**src/rtl/mshr_merge_file.sv**
```systemverilog
module mshr_merge_file #(
  parameter int NUM_ENTRIES = 32,
  parameter int NUM_SLOTS   = 8,
  parameter int ADDR_W      = 26,
  parameter int WARP_W      = 6,
  localparam int IDX_W  = $clog2(NUM_ENTRIES),
  localparam int SLOT_W = (NUM_SLOTS > 1) ? $clog2(NUM_SLOTS) : 1,
  localparam int CNT_W  = $clog2(NUM_SLOTS + 1)
) (
  input  logic              clk,
  input  logic              rst_n,
  input  logic              req_valid,
  input  logic [ADDR_W-1:0] req_addr,
  input  logic [WARP_W-1:0] req_warp,
  output logic              req_stall,
  output logic              merge_pulse,
  output logic              alloc_pulse,
  output logic              entry_full_stall,
  output logic              merger_full_stall,
  output logic              mem_req_valid,
  output logic [ADDR_W-1:0] mem_req_addr,
  output logic [IDX_W-1:0]  mem_req_idx,
  input  logic              fill_valid,
  input  logic [IDX_W-1:0]  fill_idx,
  output logic              fill_ready,
  output logic              wake_valid,
  output logic [WARP_W-1:0] wake_warp
);

  logic [NUM_ENTRIES-1:0] live;
  logic [ADDR_W-1:0]      line_q [NUM_ENTRIES];
  logic [CNT_W-1:0]       cnt_q  [NUM_ENTRIES];
  logic [WARP_W-1:0]      warp_q [NUM_ENTRIES][NUM_SLOTS];

  logic              draining;
  logic [IDX_W-1:0]  drain_idx;
  logic [SLOT_W-1:0] rd_ptr;

  logic             hit, any_free, slots_full, last_slot, fill_take;
  logic [IDX_W-1:0] hit_idx, free_idx;

  always_comb begin
    hit = 1'b0;
    hit_idx = '0;
    for (int e = 0; e < NUM_ENTRIES; e++)
      if (live[e] && !(draining && drain_idx == IDX_W'(e)) && line_q[e] == req_addr) begin
        hit = 1'b1;
        hit_idx = IDX_W'(e);
      end
    any_free = 1'b0;
    free_idx = '0;
    for (int e = NUM_ENTRIES - 1; e >= 0; e--)
      if (!live[e]) begin
        any_free = 1'b1;
        free_idx = IDX_W'(e);
      end
  end

  assign slots_full        = cnt_q[hit_idx] == CNT_W'(NUM_SLOTS);
  assign merger_full_stall = req_valid & hit & slots_full;
  assign merge_pulse       = req_valid & hit & ~slots_full;
  assign alloc_pulse       = req_valid & ~hit & any_free;
  assign entry_full_stall  = req_valid & ~hit & ~any_free;
  assign req_stall         = merger_full_stall | entry_full_stall;

  assign mem_req_valid = alloc_pulse;
  assign mem_req_addr  = req_addr;
  assign mem_req_idx   = free_idx;

  assign fill_ready = ~draining;
  assign fill_take  = fill_valid & ~draining & live[fill_idx];
  assign wake_valid = draining;
  assign wake_warp  = warp_q[drain_idx][rd_ptr];
  assign last_slot  = CNT_W'(rd_ptr) == cnt_q[drain_idx] - CNT_W'(1);

  always_ff @(posedge clk) begin
    if (!rst_n) begin
      live      <= '0;
      draining  <= 1'b0;
      drain_idx <= '0;
      rd_ptr    <= '0;
      for (int e = 0; e < NUM_ENTRIES; e++) begin
        line_q[e] <= '0;
        cnt_q[e]  <= '0;
        for (int s = 0; s < NUM_SLOTS; s++) warp_q[e][s] <= '0;
      end
    end else begin
      if (alloc_pulse) begin
        live[free_idx]      <= 1'b1;
        line_q[free_idx]    <= req_addr;
        cnt_q[free_idx]     <= CNT_W'(1);
        warp_q[free_idx][0] <= req_warp;
      end
      if (merge_pulse) begin
        warp_q[hit_idx][cnt_q[hit_idx][SLOT_W-1:0]] <= req_warp;
        cnt_q[hit_idx] <= cnt_q[hit_idx] + CNT_W'(1);
      end
      if (draining) begin
        if (last_slot) begin
          draining        <= 1'b0;
          live[drain_idx] <= 1'b0;
        end else begin
          rd_ptr <= rd_ptr + SLOT_W'(1);
        end
      end else if (fill_take) begin
        draining  <= 1'b1;
        drain_idx <= fill_idx;
        rd_ptr    <= '0;
      end
    end
  end

endmodule

```
**config.mk**
```make
export PLATFORM = sky130hd
export DESIGN_NAME = mshr_merge_file
export DESIGN_NICKNAME = d
export VERILOG_FILES = /design/src/rtl/mshr_merge_file.sv
export SDC_FILE = /design/constraint.sdc
export NUM_CORES = 2
export LEC_CHECK = 0
export BUFFER_PORTS_ARGS = -buffer_cell sky130_fd_sc_hd__buf_4
export CORE_MARGIN = 5
export CORE_UTILIZATION = 60
export CTS_CLUSTER_DIAMETER = 60
export DETAILED_ROUTE_END_ITERATION = 12
export PLACE_DENSITY = 0.76
export SYNTH_ARGS = -nofsm -noshare
export SYNTH_HDL_FRONTEND = slang
export SYNTH_SLANG_ARGS = --single-unit
export TNS_END_PERCENT = 1
```
**constraint.sdc**
```tcl
create_clock -name clk -period 11.2 [get_ports clk]
set_input_delay 0.56 -clock clk [delete_from_list [all_inputs] [get_ports clk]]
set_output_delay 0.56 -clock clk [all_outputs]
set_load 0.01 [all_outputs]
```
==> impl_metrics.tcl <==
set metrics [dict create \
    cp_data_required_time_ps 11720 \
    netSwitchingFraction 0.236 \
    ant_nets 0 \
    cts_resized 0 \
    ios 86 \
    fin_ws_ps 1590 \
    grt_pass1_wl_mm 560 \
    die-area_um2 222000 \
    die_x_um 472 \
    maxCapViolCount 0 \
    yosysUniqueCellTypes 103 \
    hpwlAfterDp_mm 234 \
    placed_cells 11452 \
    clock-root-buffer "clkbuf_16" \
    finalNetCount 8965 \
    fin_skew_ps 77.8 \
    tightestPinTransition_ps 1320 \
    cts_buffers 287 \
    synth_top_cell_by_area "edfxtp_1" \
    vias 86296 \
    ir_drop_mv 0.196 \
    cp-start-kind "flip-flop" \
    syn_inst 9424 \
    combPwrFrac 0.080 \
    antenna_found_initial 15 \
    design.core.area_um2 212000 \
    worstPathArrival_ps 10130 \
    fin_crit_ps 9610 \
    cts_setup_buffers 0 \
    drive_gt1_frac 0.205 \
    synth_flop_cell "edfxtp_1" \
    grt_pass1_vias 82985 \
    grtUsageTotal 0.336 \
    p_leak_uw 0.0449 \
    via_per_inst 7.21 \
    start_util 0.603 \
    worst-path-max-fanout 129 \
    first_pass_iters 6 \
    worstSetupPathType "reg -> reg" \
    synth.area.top_cells "edfxtp_1 (59%), mux4_2 (9.9%), and3_1 (4.5%), xnor2_1 (4.5%), nor3_1 (4.1%)" \
    overflow 0 \
    synth.avg_cell_area_um2 13.6 \
    cts.reportedPaths.clkPinSlew_ps 60 \
    holdBufCountCts 0 \
    pre_cts_ws_ps 1890 \
    p_clk_frac 0.409 \
    nFillCells 14662 \
    rows 169 \
    rsz0062_at_grt "no" \
    grt_max_degree 239 \
    final_area_um2 138000 \
    drv_slew 0 \
    setup_viol 0 \
    power_density_nw_per_um2 157 \
    ys_ff_latch 2542 \
    synth_nets 9469 \
    drc 0 \
    yosysSeqAreaShare 0.594 \
    place.gp.congestion 1.03 \
    synth-edff-count 2496 \
    port_buffers 85 \
    drtIter0Drc 13789 \
    dpl_cell_area_um2 129000 \
    syn_area_um2 128000 \
    power_frac_seq 0.510 \
    async_flop_share 0 \
    cts_sinks 2542 \
    synth_commonest_cells "edfxtp_1 (2496), nor3_1 (1038), and3_1 (919), clkbuf_1 (719), xnor2_1 (655)" \
    yosysWarnings 0 \
    drt_wl_total_mm 380 \
    fmax_mhz 104 \
    die_y_um 472 \
    period_share 0.858 \
    area_growth_pct 8.07 \
    wire_per_inst_um 31.8 \
    whs_ps 82.5 \
    synthMostInstantiatedCell "edfxtp_1" \
    status "completed" \
    multi_input_area_um2 46800 \
    maxSlewHeadroom 0.117 \
    fin_cells 11964 \
    p_int_uw 16600 \
    htreeDepth 5 \
    cts_buffer_depth 4 \
    seqCellArea_um2 75900 \
    hold_viol 0 \
    critPathCaptureType "flip-flop" \
    netlist.area_leader.share 0.586 \
    setup-tns-final_ps 0 \
    p_sw_uw 5140 \
    clk_latency_ps 940 \
    hp-class "in -> reg" \
    cts_tree "done" \
]
[final cells by class]
type                            count  share of cell area
Timing Repair Buffer              364              0.0217
Antenna cell                       19            0.000344
Clock buffer                      367              0.0557
Tap cell                         2821              0.0256
Sequential cell                  2542               0.549
Multi-Input combinational cell   5695               0.339
Inverter                           30             0.00114
Clock inverter                    126             0.00701
[critical path, stage by stage (launching register included)]
cell	delay (ps)
dfxtp_1	500
nand3b_1	800
nor2_1	630
nor2_1	110
nand4_1	420
nand4_1	570
or3_1	650
nor2_1	880
nand4_1	510
o32ai_1	250
mux2i_1	140
a21boi_1	440
o211ai_4	270
nand2_2	620
buf_4	340
mux2_8	640
buf_12	430
o21ai_0	690
[metrics by stage]
stage	total power (uW)	util
2_1_floorplan	12300	-
3_3_place_gp	12900	0.610
3_5_place_dp	13000	0.610
4_1_cts	21700	0.651
5_1_grt	22300	0.651
6_report	21700	0.651
[power groups by stage]
stage                     registers [uW]  logic [uW]  clock network, uW
after global placement             11300        1670                  0
after detailed placement           11300        1700                  0
after global routing               11100        1810               9340
after CTS                          11100        1710               8910
after floorplan                    11200        1150                  0
final                              11100        1750               8900
[per-layer routing]
layer	share of wire	routed length, um	global-route usage
met1	0.35	133000	0.454
met2	0.46	174000	0.514
met3	0.13	49000	0.0770
met4	0.063	24000	0.176
met5	0.00011	42	0
[cells by family (layout without fill, tap and decap cells)]
logic type,after synthesis,count (layout),synth area share
simple gates,3644,3644,0.172
other cells,0,19,0
xor+xnor,842,842,0.0577
compound gates,570,570,0.0289
fa+ha+maj,4,4,0.000392
mux,635,635,0.105
buf+inv,1187,887,0.0424
flops,2542,2542,0.594
[state kept, by name (all words and copies together) (netlist names), named ones only]
name,flops
cnt_q,128
drain_idx,5
line_q,832
live,32
rd_ptr,3
wake_valid,1
warp_q,1536
[path summary, 6_finish.rpt]
check / endpoint / from / slack [ps] / cells past startpoint
max: warp_q[10][28] / drain_idx[4] / 1590 / 17
min: flip-flop / fill_idx[3] / 80 / 3
max reg2reg: warp_q[10][28] / drain_idx[4] / 1590 / 17
min reg2reg: drain_idx[1] / drain_idx[1] / 580 / 2
[cell usage in the layout, fill, tap and decap left out, types with 13 or more instances in the layout]
cell type	count
edfxtp_1	2496
nor3_1	1037
and3_1	919
xnor2_1	654
mux4_2	560
nor3_2	392
buf_4	342
clkbuf_16	292
o21ai_0	253
nand4_1	246
nand2_1	237
nor2_1	224
nor4_1	221
xor2_1	187
and2_1	81
nand3_1	80
clkbuf_1	65
mux2i_1	61
a21oi_1	61
clkinv_2	49
clkinv_1	48
dfxtp_1	40
o221a_2	34
o21ai_2	33
o211ai_1	23
nand3b_1	23
inv_1	22
or4_2	21
buf_12	21
diode_2	19
or3_1	18
nand4b_1	17
nand2b_1	15
and4_1	15
or4_1	15
a21o_1	15
nor2b_1	13
a211oi_1	13
bufinv_16	13
Power figures use the tool's default switching activity.
